## config.mk

```make
export PLATFORM = sky130hd
export DESIGN_NAME = lut_cluster
export DESIGN_NICKNAME = d
export VERILOG_FILES = /design/src/rtl/lutc_pkg.sv /design/src/rtl/lutc_cfg_chain.sv /design/src/rtl/lutc_ctrl.sv /design/src/rtl/lutc_lut.sv /design/src/rtl/lutc_ff.sv /design/src/rtl/lut_cluster.sv
export SDC_FILE = /design/constraint.sdc
export NUM_CORES = 1
export LEC_CHECK = 0
export ABC_AREA = 1
export ABC_CLOCK_PERIOD_IN_PS = 3200
export BUFFER_PORTS_ARGS = -buffer_cell sky130_fd_sc_hd__buf_2
export CAP_MARGIN = 40
export CELL_PAD_IN_SITES_DETAIL_PLACEMENT = 1
export CELL_PAD_IN_SITES_GLOBAL_PLACEMENT = 2
export CORE_MARGIN = 2
export CORE_UTILIZATION = 32
export DETAILED_ROUTE_END_ITERATION = 6
export GPL_TIMING_DRIVEN = 0
export PLACE_DENSITY_LB_ADDON = 0.1
export SYNTH_ARGS = -nofsm -noshare
export SYNTH_HDL_FRONTEND = slang
export SYNTH_SLANG_ARGS = --single-unit
```

## constraint.sdc

```tcl
create_clock -name clk -period 3.2 [get_ports clk]
set_input_delay 0.64 -clock clk [delete_from_list [all_inputs] [get_ports clk]]
set_output_delay 0.64 -clock clk [all_outputs]
set_load 0.01 [all_outputs]
```

## src/rtl/lutc_pkg.sv

```systemverilog
package lutc_pkg;

    localparam int LUT_IN    = 4;
    localparam int LUT_SIZE  = 1 << LUT_IN;
    localparam int SEL_W     = 3;
    localparam int NUM_GLB   = 4;

    typedef enum logic [1:0] {
        FF_D  = 2'd0,
        FF_T  = 2'd1,
        FF_JK = 2'd2,
        FF_SR = 2'd3
    } ff_kind_e;

    // Per-element configuration word; the table sits in the low bits.
    typedef struct packed {
        logic                casc_or;
        logic                casc_en;
        logic                arith;
        logic                reg_en;
        ff_kind_e            kind;
        logic [LUT_SIZE-1:0] table_bits;
    } elem_cfg_t;

    localparam int ELEM_CFG_W = $bits(elem_cfg_t);

    // Cluster-wide configuration word.
    typedef struct packed {
        logic             cnt_mode;
        logic [SEL_W-1:0] clr_sel;
        logic [SEL_W-1:0] ena_sel;
    } clu_cfg_t;

    localparam int CLU_CFG_W = $bits(clu_cfg_t);

    // Resolved cluster controls.
    typedef struct packed {
        logic en;
        logic clr;
        logic sclr;
        logic sload;
        logic redirect;
    } ctl_t;

    // Next register value for a given flip-flop kind.
    function automatic logic ff_next(ff_kind_e kind, logic q, logic a, logic b);
        logic r;
        unique case (kind)
            FF_D:  r = a;
            FF_T:  r = q ^ a;
            FF_JK: r = (a & ~q) | (~b & q);
            FF_SR: begin
                if (a && !b)      r = 1'b1;
                else if (b && !a) r = 1'b0;
                else              r = q;
            end
            default: r = q;
        endcase
        return r;
    endfunction

    // Select one control from global lines, a local pin or a fixed value.
    function automatic logic pick_src(logic [SEL_W-1:0] sel, logic [NUM_GLB-1:0] lines,
                                      logic local_pin, logic fixed_val);
        logic r;
        r = fixed_val;
        for (int g = 0; g < NUM_GLB; g++) begin
            if (sel == SEL_W'(g)) r = lines[g];
        end
        if (sel == SEL_W'(NUM_GLB)) r = local_pin;
        return r;
    endfunction

endpackage

```

## src/rtl/lutc_cfg_chain.sv

```systemverilog
module lutc_cfg_chain #(
    parameter int CFG_W = 227
) (
    input  logic             clk,
    input  logic             rst,
    input  logic             cfg_en,
    input  logic             cfg_din,
    output logic [CFG_W-1:0] cfg_bits,
    output logic             ready
);
    localparam int CNT_W = $clog2(CFG_W + 1);
    localparam logic [CNT_W-1:0] CNT_FULL = CNT_W'(CFG_W);

    logic [CNT_W-1:0] shifted;

    always_ff @(posedge clk) begin
        if (rst) begin
            cfg_bits <= '0;
            shifted  <= '0;
        end else if (cfg_en) begin
            cfg_bits <= {cfg_bits[CFG_W-2:0], cfg_din};
            if (shifted != CNT_FULL) shifted <= shifted + 1'b1;
        end
    end

    // Usable once a full vector has arrived and the strobe is released.
    assign ready = (shifted == CNT_FULL) && !cfg_en;

endmodule

```

## src/rtl/lutc_ctrl.sv

```systemverilog
module lutc_ctrl
    import lutc_pkg::*;
(
    input  clu_cfg_t            cfg,
    input  logic [NUM_GLB-1:0]  glb,
    input  logic [LUT_IN-1:0]   e1_in,
    output ctl_t                ctl
);
    localparam logic [SEL_W-1:0] SEL_LOCAL = SEL_W'(NUM_GLB);

    always_comb begin
        ctl.en       = pick_src(cfg.ena_sel, glb, e1_in[0], 1'b1);
        ctl.clr      = pick_src(cfg.clr_sel, glb, e1_in[1], 1'b0);
        ctl.sclr     = cfg.cnt_mode && e1_in[2];
        ctl.sload    = cfg.cnt_mode && e1_in[3];
        ctl.redirect = (cfg.ena_sel == SEL_LOCAL) || (cfg.clr_sel == SEL_LOCAL)
                       || cfg.cnt_mode;
    end

endmodule

```

## src/rtl/lutc_lut.sv

```systemverilog
module lutc_lut
    import lutc_pkg::*;
(
    input  elem_cfg_t          cfg,
    input  logic [LUT_IN-1:0]  lin,
    input  logic               cin,
    input  logic               casc_in,
    input  logic               casc_ok,
    output logic               y,
    output logic               cout
);
    logic [LUT_IN-2:0] aidx;
    logic              base;

    always_comb begin
        aidx = {cin, lin[1:0]};
        if (cfg.arith) begin
            base = cfg.table_bits[{1'b0, aidx}];
            cout = cfg.table_bits[{1'b1, aidx}];
        end else begin
            base = cfg.table_bits[lin];
            cout = 1'b0;
        end
        if (casc_ok && cfg.casc_en)
            y = cfg.casc_or ? (base | casc_in) : (base & casc_in);
        else
            y = base;
    end

endmodule

```

## src/rtl/lutc_ff.sv

```systemverilog
module lutc_ff
    import lutc_pkg::*;
(
    input  logic     clk,
    input  logic     rst,
    input  logic     ready,
    input  ff_kind_e kind,
    input  logic     en,
    input  logic     clr,
    input  logic     sclr,
    input  logic     sload,
    input  logic     a_in,
    input  logic     aux,
    output logic     q
);
    always_ff @(posedge clk) begin
        if (rst) begin
            q <= 1'b0;
        end else if (ready) begin
            if (clr)        q <= 1'b0;
            else if (en) begin
                if (sclr)       q <= 1'b0;
                else if (sload) q <= aux;
                else             q <= ff_next(kind, q, a_in, aux);
            end
        end
    end

endmodule

```

## src/rtl/lut_cluster.sv

```systemverilog
module lut_cluster
    import lutc_pkg::*;
#(
    parameter int NUM_ELEM = 10
) (
    input  logic                       clk,
    input  logic                       rst,
    input  logic                       cfg_en,
    input  logic                       cfg_din,
    input  logic [NUM_GLB-1:0]         glb,
    input  logic [NUM_ELEM*LUT_IN-1:0] din,
    output logic [NUM_ELEM-1:0]        dout
);
    localparam int CFG_W    = NUM_ELEM * ELEM_CFG_W + CLU_CFG_W;
    localparam int CLU_BASE = NUM_ELEM * ELEM_CFG_W;
    localparam int CHAIN_LO = 1;

    logic [CFG_W-1:0]    cfg_bits;
    logic                ready;
    clu_cfg_t            clu;
    ctl_t                ctl;
    logic [NUM_ELEM-1:0] y_v, cout_v, cin_v, cas_in_v, cas_ok_v, q_all;

    lutc_cfg_chain #(.CFG_W(CFG_W)) u_cfg (
        .clk      (clk),
        .rst      (rst),
        .cfg_en   (cfg_en),
        .cfg_din  (cfg_din),
        .cfg_bits (cfg_bits),
        .ready    (ready)
    );

    assign clu = clu_cfg_t'(cfg_bits[CLU_BASE +: CLU_CFG_W]);

    lutc_ctrl u_ctrl (
        .cfg   (clu),
        .glb   (glb),
        .e1_in (din[LUT_IN-1:0]),
        .ctl   (ctl)
    );

    for (genvar e = 0; e < NUM_ELEM; e++) begin : g_el
        elem_cfg_t         ec;
        logic [LUT_IN-1:0] raw, lin;

        assign ec  = elem_cfg_t'(cfg_bits[e*ELEM_CFG_W +: ELEM_CFG_W]);
        assign raw = din[e*LUT_IN +: LUT_IN];

        if (e == 0) begin : g_head
            // Element 1 inputs may be taken over as cluster controls.
            assign lin = ctl.redirect ? '0 : raw;
        end else begin : g_body
            assign lin = raw;
        end

        if (e <= CHAIN_LO) begin : g_chain_edge
            assign cin_v[e]    = 1'b0;
            assign cas_in_v[e] = 1'b0;
            assign cas_ok_v[e] = 1'b0;
        end else begin : g_chain_link
            assign cin_v[e]    = cout_v[e-1];
            assign cas_in_v[e] = y_v[e-1];
            assign cas_ok_v[e] = 1'b1;
        end

        lutc_lut u_lut (
            .cfg     (ec),
            .lin     (lin),
            .cin     (cin_v[e]),
            .casc_in (cas_in_v[e]),
            .casc_ok (cas_ok_v[e]),
            .y       (y_v[e]),
            .cout    (cout_v[e])
        );

        lutc_ff u_ff (
            .clk   (clk),
            .rst   (rst),
            .ready (ready),
            .kind  (ec.kind),
            .en    (ctl.en),
            .clr   (ctl.clr),
            .sclr  (ctl.sclr),
            .sload (ctl.sload),
            .a_in  (y_v[e]),
            .aux   (raw[LUT_IN-1]),
            .q     (q_all[e])
        );

        assign dout[e] = ready && (ec.reg_en ? (q_all[e] && !ctl.clr) : y_v[e]);
    end

endmodule

```

==> results of run 1 <==
[how the worst max path moves through the flow]
stage,startpoint,end,slack [ns],cells after the start
2_1_floorplan,din[4],dout[9],-0.23,32
3_3_place_gp,din[5],dout[9],-1.14,25
3_5_place_dp,din[4],dout[9],-1.20,26
4_1_cts,u_cfg.cfg_bits[31]$_SDFFE_PP0P_,dout[9],-1.12,24
5_1_grt,u_cfg.cfg_bits[32]$_SDFFE_PP0P_,dout[9],-1.33,24
6_report,u_cfg.cfg_bits[33]$_SDFFE_PP0P_,dout[9],-1.08,24
[area by class of cell]
type	instances	area, um^2
buffer	85	345
clock buffer	44	895
clock inverter	10	100
fill	4592	22000
inverter	142	556
multi-input combinational	1245	6390
sequential	245	4940
tap	468	586
timing repair buffer	93	601
[routing by layer]
layer  track usage, %  vias to the layer above
met3             2.80                       46
met4             4.55                        0
met5                0                        -
li1                 -                     5960
met1             26.5                     5700
met2             33.8                      133
[synth_stat cells (5+ instances only)]
master    number
nor2_1       380
o21ai_0      295
dfxtp_1      245
nand2_1      217
inv_1        134
a21oi_1      111
clkbuf_1      75
nand3_1       63
nand2_2       34
o211ai_1      15
a32o_1        11
nand3_2       11
ha_1          10
nand4_1       10
nor3_1         9
nand2_4        8
a211oi_1       7
a31oi_1        7
o22ai_1        7
or2_2          6
a22oi_1        5
a32oi_1        5
buf_1          5
o211a_1        5
[flip-flops by register name (all words and copies together), names as in the netlist]
| name | flops |
|---|---|
| g_el.u_ff.q | 10 |
| u_cfg.cfg_bits | 227 |
| u_cfg.shifted | 8 |
[per-stage QoR]
stage	worst slack [ns]	setup TNS (ns)	instance area, um^2	util, %
after global routing	-1.33	-6.02	14400	39.6
final	-1.08	-3.69	14400	39.6
after detailed placement	-1.20	-8.57	12700	34.7
after global placement	-1.14	-9.53	12600	34.6
after floorplan	-0.229	-0.626	11800	-
after CTS	-1.12	-3.44	14000	38.5
[power by group through the flow]
stage / clock network [mW] / registers [mW] / logic [mW]
after detailed placement: 0 / 3.45 / 1.02
after global routing: 3.67 / 3.42 / 1.38
final: 3.45 / 3.40 / 1.21
after global placement: 0 / 3.45 / 0.991
after CTS: 3.56 / 3.39 / 1.12
after floorplan: 0 / 3.40 / 0.720
[cell usage in the layout (no fill, tap or decap), drive strengths merged, types with 6 or more instances in the layout]
| master | count |
|---|---|
| nor2 | 382 |
| o21ai | 299 |
| nand2 | 259 |
| dfxtp | 245 |
| inv | 140 |
| clkbuf | 119 |
| a21oi | 112 |
| buf | 103 |
| nand3 | 74 |
| o211ai | 15 |
| a32o | 11 |
| nand4 | 10 |
| ha | 10 |
| clkinv | 10 |
| nor3 | 9 |
| o22ai | 8 |
| a31oi | 7 |
| a211oi | 7 |
| or2 | 6 |
[cells by family after synthesis]
family          count (synthesis)
fa+ha+maj                      10
compound gates                486
simple gates                  748
buf+inv                       227
mux                             1
flops                         245
[worst max-delay path, cell delays in order, from the launching register on]
cell	delay, ns
dfxtp_2	0.33
nand2_2	0.07
nand3_2	0.08
nand3_2	0.12
nand2_4	0.11
nand3_4	0.11
nand2_4	0.09
nand3_4	0.09
nand2_4	0.11
nand4_1	0.16
nand4_1	0.25
nand4_1	0.21
nand3_2	0.18
nor2_2	0.05
nor2_2	0.10
nand2_1	0.06
nand2_1	0.05
nand3_1	0.07
nand2_2	0.11
inv_2	0.04
nand2_2	0.08
nand2_4	0.05
o211ai_1	0.33
inv_1	0.07
buf_2	0.14
[timing repair]
item | CTS | global route
setup endpoints to repair | 17 | 17
buffers inserted | 24 | 19
resized for setup | 77 | 75
hold buffers | 0 | 0
pin swaps | 36 | 60
==> reports/summary.log, run 1 <==
INFO  detailed_routing post_route_ant_nets=0
INFO  sta            fmax=0.234GHz
INFO  yosys          post-synth-top-area-fraction=41.6%
INFO  grt            initial_antenna_violation_count=0
INFO  detailed_routing route.detailed.vias_per_inst=5.08
INFO  sta            maxSlewHeadroom=41.4%
INFO  critical_path  worst_setup_path_start_kind=flop
INFO  yosys          synthesis.instances=1717
INFO  outcome        violations=setup timing
INFO  critical_path  critPathMaxFanout=4
INFO  yosys          synthFlopType=dfxtp_1
INFO  finish         layout-area-overhead-vs-synth=22.4%
INFO  sta            timing.hold.ws=0.290ns
INFO  yosys          asyncSetResetFlopFracSynth=0%
INFO  min_path       timing.hold.worst_endpoint=u_cfg.shifted[7]$_SDFFE_PP0P_
INFO  die            core_region_area=36400um^2
INFO  yosys          number_of_enable_flip_flop_cells_after_synthesis=0
INFO  yosys          synth-seq-cells=245
INFO  grt            first_global_vias=12000
INFO  yosys          synth_mux_area_share=0.0850%
INFO  min_path       hold_start=rst
INFO  detailed_routing met3WireLength=1.11mm
INFO  placed_design  dp_hpwl=26.9mm
INFO  grt            grt_start_max_net_pins=15
INFO  run            cap_violations=0
INFO  clock_network  clock_buffers_created_by_tritoncts=30
INFO  critical_path  category_of_the_worst_setup_path_capture_point=output port
INFO  clock_network  clockBufferDepth=3
INFO  yosys          syn_area=11800um^2
INFO  detailed_routing drt-initial-drc-count=434
INFO  yosys          post_synth_xor_area_fraction=0%
INFO  critical_path  reg2regPathDepth=32
INFO  power          leak_pwr=6.12nW
INFO  clock_network  master_cell_of_the_clock_root_buffer=clkbuf_16
INFO  critical_path  rr_startpoint=u_cfg.cfg_bits[33]$_SDFFE_PP0P_
INFO  sta            setup_skew_after_layout=0.0103ns
INFO  yosys          synth.lib_cells_used.distinct=48
INFO  clock_network  worstSkewPairLatency=0.57ns
INFO  placed_design  numPlacedInstances=2237
INFO  yosys          synthesized_area_divided_by_synthesized_cell_count=6.86um^2
INFO  critical_path  reg2reg_setup_slack=-0.38ns
INFO  placed_design  place_congestion=0.812
INFO  finish         layout-drive-gt1-share=17.5%
INFO  yosys          synth_compound_gate_area_share=22.7%
INFO  die            die_width=196um
INFO  detailed_routing route.detailed.wl_per_inst=16.3um
INFO  die            design.portCount=58
INFO  die            initial_util=32.3%
INFO  power          vdd_ir_drop_max=0.000365V
INFO  finish         finalNonFillerCells=2332
INFO  grt            grt.total_usage=19.8%
INFO  detailed_routing routed_wirelength=38.0mm
INFO  power          power_frac_seq=42.2%
INFO  placed_design  port-buffer-count=49
INFO  clock_network  cts_num_sinks=245
INFO  critical_path  criticalPathCategory=reg2out
INFO  power          power_per_cell_area=559nW/um^2
INFO  clock_network  clkTransAtPathRegs=0.06ns
INFO  sta            slew_viol_final=0
INFO  finish         antenna_cells_inserted=0
INFO  power          total_switching_power=2.28mW
INFO  yosys          post_synth_fa_ha_maj_area_fraction=1.06%
INFO  critical_path  reg2reg_to=g_el[9].u_ff.q$_SDFFE_PP0P_
INFO  yosys          yosys.area_share.simple=27.0%
INFO  min_path       hold_path_depth=2
INFO  yosys          synth_top_family_by_area=simple AND/OR/NAND/NOR gates
INFO  die            fp-row-count=70
INFO  detailed_routing detailed_router_iteration_count_before_antenna_repair=5
INFO  detailed_routing detailroute.via_count=11800
INFO  power          netSwitchingFraction=28.4%
INFO  die            die_height=196um
INFO  clock_network  cts-htree-levels=1
INFO  grt            global_route.overflow_total=0
INFO  outcome        status=complete, but fails checks
INFO  sta            worst-slew-pin-transition=0.879ns
INFO  grt            grt_pass1_wl=62.5mm
INFO  die            die_area=38400um^2
INFO  sta            finalCriticalPeriod=4.28ns
INFO  critical_path  critical_path_required=2.56ns
INFO  yosys          synth_nets=1775
INFO  clock_network  clock_tree_from_tritoncts=yes
INFO  finish         nNetsFinal=1900
INFO  yosys          netlist_top_cells_area=dfxtp_1 42%, o21ai_0 13%, nor2_1 12%, nand2_1 6.9%, a21oi_1 4.7%
INFO  sta            final_hold_viol_count=0
INFO  sta            setup_violations=9
INFO  sta            period_share=134%
INFO  power          power.clock.fraction=42.9%
INFO  critical_path  arrival=3.64ns
INFO  yosys          synthesis.yosys.warnings=0
INFO  detailed_routing route.layer.met1.wl=18.5mm
INFO  yosys          share_of_synthesized_area_occupied_by_flip_flops_and_latches=41.6%
INFO  detailed_routing routed-wl-met2=17.6mm
INFO  detailed_routing top_layer_used=met4
INFO  yosys          post-synth-top-area-cell=dfxtp_1
INFO  sta            final_critical_path_setup_slack=-1.08ns
INFO  power          p_int=5.77mW
INFO  sta            rsz0062_at_grt=true
INFO  power          share_comb_of_total_power=15.0%
INFO  detailed_routing route.detailed.drc=0
INFO  power          power=8.05mW
INFO  min_path       min-delay-path-class=in2reg
Note: power is estimated with default switching activity, not from simulation.
==> run 2: changes to the inputs <==
--- a/config.mk
+++ b/config.mk
@@ -10,9 +10,9 @@
 export BUFFER_PORTS_ARGS = -buffer_cell sky130_fd_sc_hd__buf_2
 export CAP_MARGIN = 40
 export CELL_PAD_IN_SITES_DETAIL_PLACEMENT = 1
-export CELL_PAD_IN_SITES_GLOBAL_PLACEMENT = 2
+export CELL_PAD_IN_SITES_GLOBAL_PLACEMENT = 1
 export CORE_MARGIN = 2
-export CORE_UTILIZATION = 32
+export CORE_UTILIZATION = 40
 export DETAILED_ROUTE_END_ITERATION = 6
 export GPL_TIMING_DRIVEN = 0
 export PLACE_DENSITY_LB_ADDON = 0.1
==> reports/summary.log, run 2 (synthesis results as in run 1) <==
INFO  die            initial_util=40.8% [+8.5 points]
INFO  critical_path  criticalPathCategory=reg2out
INFO  finish         layout-area-overhead-vs-synth=21.3%
INFO  die            die_height=176um [-10%]
INFO  grt            first_global_vias=12300 [+3.0%]
INFO  clock_network  cts_num_sinks=245 [unchanged]
INFO  finish         number_of_flip_flops_under_the_largest_register_name=227 [unchanged]
INFO  clock_network  clkTransAtPathRegs=0.06ns [about the same]
INFO  outcome        violations=setup timing
INFO  finish         sequential_cell_area=4940um^2 [about the same]
INFO  die            core_region_area=28900um^2 [-21%]
INFO  critical_path  critPathMaxFanout=4 [unchanged]
INFO  sta            period_share=132% [-2.1 points]
INFO  detailed_routing detailroute.via_count=11900 [+0.85%]
INFO  critical_path  category_of_the_worst_setup_path_capture_point=output port
INFO  placed_design  dp_hpwl=25.3mm [-5.7%]
INFO  sta            setup_skew_after_layout=0.00880ns [-0.00146 ns]
INFO  detailed_routing detailed_router_iteration_count_before_antenna_repair=5 [unchanged]
INFO  sta            slew_viol_final=0 [unchanged]
INFO  finish         layout_top_registers=u_cfg.cfg_bits (227), g_el.u_ff.q (10), u_cfg.shifted (8)
INFO  power          power_per_cell_area=569nW/um^2 [+1.8%]
INFO  critical_path  critical_path_required=2.56ns [about the same]
INFO  clock_network  clock_tree_from_tritoncts=yes
INFO  finish         largest_register=u_cfg.cfg_bits
INFO  critical_path  critical_path.slowest_cell=dfxtp_2
INFO  sta            maxSlewHeadroom=38.5% [-2.9 points]
INFO  critical_path  arrival=3.57ns [-0.07 ns]
INFO  power          leak_pwr=6.11nW [-0.31%]
INFO  min_path       min-delay-path-class=in2reg
INFO  finish         layout.cells.most_common=nor2_1
INFO  finish         nNetsFinal=1895 [-0.26%]
INFO  sta            final_hold_viol_count=0 [unchanged]
INFO  sta            final_critical_path_setup_slack=-1.01ns [+0.0670 ns]
INFO  critical_path  worst_setup_path_start_kind=flop
INFO  critical_path  critPathMostFrequentCell=nand2_2
INFO  finish         most-common-layout-cells=372 x nor2_1, 283 x o21ai_0, 220 x dfxtp_1
INFO  placed_design  place_congestion=0.820 [+1.1%]
INFO  power          vdd_ir_drop_max=0.000385V [+5.5%]
INFO  clock_network  master_cell_of_the_clock_root_buffer=clkbuf_16
INFO  sta            worst-slew-pin-transition=0.923ns [+0.0441 ns]
INFO  finish         fin_area=14300um^2 [-0.88%]
INFO  grt            global_route.overflow_total=0 [unchanged]
INFO  grt            grt_start_max_net_pins=15 [unchanged]
INFO  finish         area_of_the_multi_input_gates=6360um^2 [-0.55%]
INFO  grt            grt.total_usage=24.1% [+4.3 points]
INFO  detailed_routing routed_wirelength=36.9mm [-2.9%]
INFO  detailed_routing drt-initial-drc-count=624 [+44%]
INFO  clock_network  clock_buffers_created_by_tritoncts=30 [unchanged]
INFO  die            die_area=30800um^2 [-20%]
INFO  min_path       hold_path_depth=2 [unchanged]
INFO  critical_path  cpPeakStageDelay=0.34ns [about the same]
INFO  placed_design  port-buffer-count=49 [unchanged]
INFO  clock_network  cts-htree-levels=1 [unchanged]
INFO  clock_network  worstSkewPairLatency=0.56ns [about the same]
INFO  grt            grt_pass1_wl=61.9mm [-0.97%]
INFO  outcome        status=complete, but fails checks
INFO  sta            setup_violations=8 [-1]
INFO  power          power=8.13mW [+0.88%]
INFO  grt            initial_antenna_violation_count=1 [+1]
INFO  detailed_routing route.detailed.drc=0 [unchanged]
INFO  clock_network  clockBufferDepth=3 [unchanged]
INFO  clock_network  postCtsHoldBufs=0 [unchanged]
INFO  sta            rsz0062_at_grt=true
INFO  detailed_routing post_route_ant_nets=0 [unchanged]
INFO  die            design.portCount=58 [unchanged]
INFO  finish         layout-drive-gt1-share=17.2% [-0.32 points]
INFO  placed_design  post_dp_cell_area=12500um^2 [-1.0%]
INFO  run            cap_violations=0 [unchanged]
INFO  die            die_width=176um [-10%]
INFO  sta            finalCriticalPeriod=4.21ns [-0.0670 ns]
INFO  sta            fmax=0.237GHz [+1.6%]
INFO  detailed_routing route.detailed.vias_per_inst=5.32 [+4.9%]
INFO  critical_path  reg2regPathDepth=39 [+22%]
INFO  die            fp-row-count=62 [-11%]
INFO  finish         fillerInstances=3739 [-19%]
INFO  detailed_routing route.detailed.wl_per_inst=16.5um [+0.96%]
-- run 2: cell types whose count changed in the layout (fill, tap and decap cells not counted), moves of 3 or more --
cell | previous run | this run
nand3_1 | 50 | 47
clkbuf_8 | 7 | 12
buf_4 | 41 | 31
buf_6 | 5 | 10
clkinv_2 | 8 | 4
clkbuf_1 | 80 | 77
-- run 2: timing repair --
action	CTS	global route
resized for setup	96	55
setup buffers	28	11
setup endpoints to repair	14	13
pin swaps	46	38
-- run 2: path summary, 6_finish.rpt --
| kind | end | startpoint | slack [ns] |
|---|---|---|---|
| setup reg to reg | g_el[9].u_ff.q$_SDFFE_PP0P_ | u_cfg.cfg_bits[33]$_SDFFE_PP0P_ | -0.39 |
| hold reg to reg | g_el[6].u_ff.q$_SDFFE_PP0P_ | g_el[6].u_ff.q$_SDFFE_PP0P_ | 0.47 |
| hold / removal | u_cfg.shifted[7]$_SDFFE_PP0P_ | rst | 0.31 |
| setup / recovery | dout[9] | u_cfg.cfg_bits[33]$_SDFFE_PP0P_ | -1.01 |
-- run 2: metrics by stage --
stage / TNS, ns / hold slack, ns / utilization, % / std cells / setup WS, ns
3_5_place_dp: -7.69 / 0.460 / 43.4 / 2151 / -1.09
2_1_floorplan: -0.626 / 0.444 / - / 1717 / -0.229
3_3_place_gp: -7.47 / 0.454 / 43.4 / 2150 / -1.01
6_report: -4.09 / 0.306 / 49.5 / 2243 / -1.01
4_1_cts: -3.45 / 0.283 / 48.6 / 2232 / -0.956
5_1_grt: -6.19 / 0.306 / 49.5 / 2242 / -1.20
-- run 2: layout make-up --
class / instances / share of cell area (%)
Clock buffer: 46 / 6.66
Antenna cell: 1 / 0.0175
Clock inverter: 7 / 0.613
Multi-Input combinational cell: 1245 / 44.5
Tap cell: 384 / 3.36
Inverter: 142 / 3.87
Sequential cell: 245 / 34.6
Buffer: 85 / 2.42
Timing Repair Buffer: 88 / 4.00
-- run 2: report_power, final --
group          switching, mW  total, mW  internal [mW]
clock network           1.35       3.53           2.18
registers              0.158       3.40           3.24
logic                  0.751       1.19          0.444
-- run 2: critical path: cells and delay by family, from the launching register on --
kind,cells,cell delay (ns)
simple gates,26,1.98
buf+inv,4,0.44
flops,1,0.34
compound gates,1,0.25
-- run 2: per-layer routing --
| metal | vias up | GRT usage, % | part of all wire, % |
|---|---|---|---|
| met1 | 5813 | 31.8 | 47 |
| met3 | 46 | 3.14 | 3.3 |
| met5 | - | 0 | 0 |
| met4 | 0 | 5.06 | 2.0 |
| met2 | 146 | 42.0 | 48 |
| li1 | 5935 | - | - |
==> run 3: changes to the inputs <==
--- a/config.mk
+++ b/config.mk
@@ -5,14 +5,13 @@
 export SDC_FILE = /design/constraint.sdc
 export NUM_CORES = 1
 export LEC_CHECK = 0
-export ABC_AREA = 1
 export ABC_CLOCK_PERIOD_IN_PS = 3200
 export BUFFER_PORTS_ARGS = -buffer_cell sky130_fd_sc_hd__buf_2
 export CAP_MARGIN = 40
 export CELL_PAD_IN_SITES_DETAIL_PLACEMENT = 1
 export CELL_PAD_IN_SITES_GLOBAL_PLACEMENT = 1
 export CORE_MARGIN = 2
-export CORE_UTILIZATION = 40
+export CORE_UTILIZATION = 44
 export DETAILED_ROUTE_END_ITERATION = 6
 export GPL_TIMING_DRIVEN = 0
 export PLACE_DENSITY_LB_ADDON = 0.1
==> reports/summary.log, run 3 <==
INFO  outcome        status=complete, but fails checks
INFO  outcome        violations=setup timing
INFO  critical_path  reg2reg_setup_slack=-1.39ns [-1.00 ns]
INFO  critical_path  cpPeakStageDelay=0.46ns [+0.12 ns]
INFO  critical_path  timing.critical_path.cells=mux4_2, mux2_4, and4_4, nor3b_4, o2111a_2, o32ai_4, a311oi_4, o22ai_4, a31oi_4, o32ai_4, buf_4, or3_4, a21oi_4, buf_2
INFO  yosys          netlist_top_cells_area=dfxtp_1 41%, mux2i_1 21%, mux4_2 9.4%, nor2_1 8.9%, clkbuf_1 1.2%
INFO  critical_path  critical_path_required=2.56ns [about the same]
INFO  critical_path  critPathMostFrequentCell=o32ai_4
INFO  grt            first_global_vias=9505 [-23%]
INFO  clock_network  clockBufferDepth=3 [unchanged]
INFO  clock_network  clock_tree_from_tritoncts=yes
INFO  clock_network  cts_num_sinks=245 [unchanged]
INFO  finish         layout-area-overhead-vs-synth=21.2% [about the same]
INFO  clock_network  clock_buffers_created_by_tritoncts=27 [-10%]
INFO  detailed_routing drt-initial-drc-count=334 [-46%]
INFO  yosys          synth_compound_gate_area_share=8.99% [-14 points]
INFO  finish         number_of_flip_flops_under_the_largest_register_name=227 [unchanged]
INFO  power          power_per_cell_area=443nW/um^2 [-22%]
INFO  detailed_routing route.detailed.drc=0 [unchanged]
INFO  yosys          synth_mux_area_share=30.8% [+31 points]
INFO  yosys          number_of_enable_flip_flop_cells_after_synthesis=0 [unchanged]
INFO  sta            final_hold_viol_count=0 [unchanged]
INFO  critical_path  rr_startpoint=u_cfg.cfg_bits[47]$_SDFFE_PP0P_
INFO  die            die_width=169um [-3.8%]
INFO  die            design.portCount=58 [unchanged]
INFO  detailed_routing detailed_router_iteration_count_before_antenna_repair=4 [-1]
INFO  clock_network  worstSkewPairLatency=0.53ns [-0.03 ns]
INFO  die            die_height=169um [-3.8%]
INFO  grt            global_route.overflow_total=0 [unchanged]
INFO  min_path       min-delay-path-class=in2reg
INFO  yosys          synth_nets=1251 [-30%]
INFO  min_path       hold_path_depth=3 [+1]
INFO  yosys          ys_top_cells_by_count=283 x nor2_1, 248 x mux2i_1, 245 x dfxtp_1
INFO  die            fp-row-count=60 [-3.2%]
INFO  sta            slew_viol_final=0 [unchanged]
INFO  finish         layout-drive-gt1-share=23.1% [+5.9 points]
INFO  yosys          synthesized_area_divided_by_synthesized_cell_count=10.0um^2 [+46%]
INFO  finish         layout.cells.most_common=nor2_1
INFO  critical_path  critPathMaxFanout=5 [+1]
INFO  yosys          post_synth_fa_ha_maj_area_fraction=1.55% [+0.49 points]
INFO  yosys          asyncSetResetFlopFracSynth=0% [unchanged]
INFO  power          leak_pwr=5.89nW [-3.6%]
INFO  critical_path  criticalPathCategory=reg2out
INFO  yosys          synth-seq-cells=245 [unchanged]
INFO  detailed_routing detailroute.via_count=9296 [-22%]
INFO  sta            fmax=0.200GHz [-16%]
INFO  die            initial_util=44.6% [+3.8 points]
INFO  finish         sequential_cell_area=4940um^2 [about the same]
INFO  grt            initial_antenna_violation_count=0 [-1]
INFO  critical_path  reg2reg_to=g_el[9].u_ff.q$_SDFFE_PP0P_
INFO  finish         layout_top_registers=u_cfg.cfg_bits (227), g_el.u_ff.q (10), u_cfg.shifted (8)
INFO  detailed_routing post_route_ant_nets=0 [unchanged]
INFO  grt            grt_start_max_net_pins=13 [-2]
INFO  die            core_region_area=26800um^2 [-7.1%]
INFO  critical_path  category_of_the_worst_setup_path_capture_point=output port
INFO  yosys          synthesis.yosys.warnings=0 [unchanged]
INFO  finish         fillerInstances=2943 [-21%]
INFO  placed_design  port-buffer-count=47 [-4.1%]
INFO  yosys          synthesis.instances=1193 [-31%]
INFO  yosys          synth.lib_cells_used.distinct=81 [+69%]
INFO  sta            finalCriticalPeriod=5.00ns [+0.790 ns]
INFO  yosys          syn_area=12000um^2 [+1.5%]
INFO  critical_path  reg2regPathDepth=21 [-46%]
INFO  detailed_routing route.detailed.vias_per_inst=5.54 [+4.0%]
INFO  finish         antenna_cells_inserted=0 [-1]
INFO  die            die_area=28500um^2 [-7.5%]
INFO  yosys          post_synth_xor_area_fraction=0.439% [+0.44 points]
INFO  sta            rsz0062_at_grt=true
INFO  detailed_routing routed_wirelength=29.8mm [-19%]
INFO  sta            setup_skew_after_layout=0.00734ns [-0.00146 ns]
INFO  critical_path  worst_setup_path_start_kind=flop
INFO  yosys          synthFlopType=dfxtp_1
INFO  run            cap_violations=0 [unchanged]
INFO  yosys          synth_top_family_by_area=multiplexers
INFO  clock_network  master_cell_of_the_clock_root_buffer=clkbuf_16
INFO  finish         area_of_the_multi_input_gates=7150um^2 [+12%]
INFO  critical_path  critical_path.slowest_cell=mux4_2
INFO  sta            maxSlewHeadroom=47.1% [+8.6 points]
INFO  min_path       hold_start=cfg_din
INFO  grt            grt_pass1_wl=49.7mm [-20%]
INFO  detailed_routing route.detailed.wl_per_inst=17.7um [+7.7%]
INFO  sta            final_critical_path_setup_slack=-1.80ns [-0.790 ns]
INFO  yosys          yosys.area_share.simple=14.0% [-13 points]
INFO  placed_design  place_congestion=0.756 [-7.9%]
INFO  finish         largest_register=u_cfg.cfg_bits
INFO  clock_network  clkTransAtPathRegs=0.06ns [about the same]
INFO  yosys          post-synth-top-area-cell=dfxtp_1
INFO  yosys          post-synth-top-area-fraction=41.0% [-0.63 points]
INFO  sta            timing.hold.ws=0.358ns [+0.0520 ns]
INFO  critical_path  arrival=4.36ns [+0.79 ns]
INFO  min_path       timing.hold.worst_endpoint=u_cfg.cfg_bits[0]$_SDFFE_PP0P_
INFO  sta            worst-slew-pin-transition=0.794ns [-0.130 ns]
INFO  power          vdd_ir_drop_max=0.000383V [-0.44%]
INFO  yosys          synthMostInstantiatedCell=nor2_1
INFO  yosys          share_of_synthesized_area_occupied_by_flip_flops_and_latches=41.0% [-0.63 points]
INFO  sta            timing.setup.tns=-14.79ns [-10.70 ns]
INFO  grt            grt.total_usage=21.1% [-3.0 points]
INFO  placed_design  dp_hpwl=20.1mm [-21%]
INFO  sta            period_share=156% [+25 points]
INFO  finish         most-common-layout-cells=275 x nor2_1, 246 x mux2i_1, 223 x dfxtp_1
INFO  sta            setup_violations=17 [+9]
INFO  finish         nNetsFinal=1377 [-27%]
INFO  clock_network  cts-htree-levels=1 [unchanged]
run 3: cell count changes after synthesis, moves of 34 or more:
cell,delta
clkbuf_1,-36
nand2_2,-34
a21oi_1,-83
o21ai_0,-273
mux4_2,+50
mux2i_1,+247
nor2_1,-97
nand3_1,-51
inv_1,-110
nand2_1,-182
run 3: worst max-delay path: cells and delay by family, from the launching register on:
kind | cells | cell delay [ns]
buf+inv | 2 | 0.32
compound gates | 7 | 1.41
mux | 2 | 0.79
simple gates | 3 | 0.97
flops | 1 | 0.33
run 3: kinds of logic after synthesis:
family	count (synthesis)
XOR/XNOR	6
flip-flops	245
buffers and inverters	97
adder cells (fa/ha/maj)	16
AND/OR/NAND/NOR	390
multiplexers	302
AO/OA/AOI/OAI	137
run 3: worst max path at each step:
stage	startpoint	endpoint	slack (ns)	depth (start not counted)
5_1_grt	u_cfg.cfg_bits[71]$_SDFFE_PP0P_	dout[9]	-1.94	18
6_report	u_cfg.cfg_bits[55]$_SDFFE_PP0P_	dout[8]	-1.80	14
4_1_cts	u_cfg.cfg_bits[56]$_SDFFE_PP0P_	dout[8]	-1.83	15
2_1_floorplan	din[8]	g_el[9].u_ff.q$_SDFFE_PP0P_	-1.37	18
3_3_place_gp	din[4]	g_el[9].u_ff.q$_SDFFE_PP0P_	-2.01	21
3_5_place_dp	din[4]	g_el[9].u_ff.q$_SDFFE_PP0P_	-2.03	23
run 3: per-layer routing:
metal	vias to the layer above	routed length (um)	GRT usage [%]
met2	103	14400	37.0
met3	41	828	2.60
met5	-	0	0
met4	0	528	4.61
li1	4536	-	-
met1	4616	14000	27.9
run 3: repair_timing:
item	in CTS	in global routing
buffers inserted	47	18
resized for setup	102	44
setup endpoints to repair	17	18
hold buffers	0	0
gates cloned	1	0
pin swaps	49	44
run 3: final cells by class:
type | instances | area share [%]
plain buffers | 70 | 2.17
well taps | 341 | 2.94
clock inverters | 8 | 0.449
clock buffers | 40 | 5.34
repair buffers | 98 | 4.99
multi-input cells | 851 | 49.3
inverters | 26 | 0.725
flip-flops and latches | 245 | 34.1
run 3: power by group:
group / leakage, nW / total [mW] / internal [mW] / switching (mW)
Combinational: 3.48 / 0.389 / 0.160 / 0.229
Sequential: 1.98 / 3.06 / 3.05 / 0.00394
Clock: 0.420 / 2.98 / 1.74 / 1.24
run 3: metrics by stage:
step	setup WS, ns	util, %	power (mW)	std cells	instance area (um^2)
6_report	-1.80	54.1	6.42	1679	14500
4_1_cts	-1.83	53.6	6.50	1678	14400
5_1_grt	-1.94	54.1	6.68	1679	14500
2_1_floorplan	-1.37	-	3.37	1193	12100
3_3_place_gp	-2.01	47.5	3.48	1581	12700
3_5_place_dp	-2.03	47.5	3.49	1582	12700
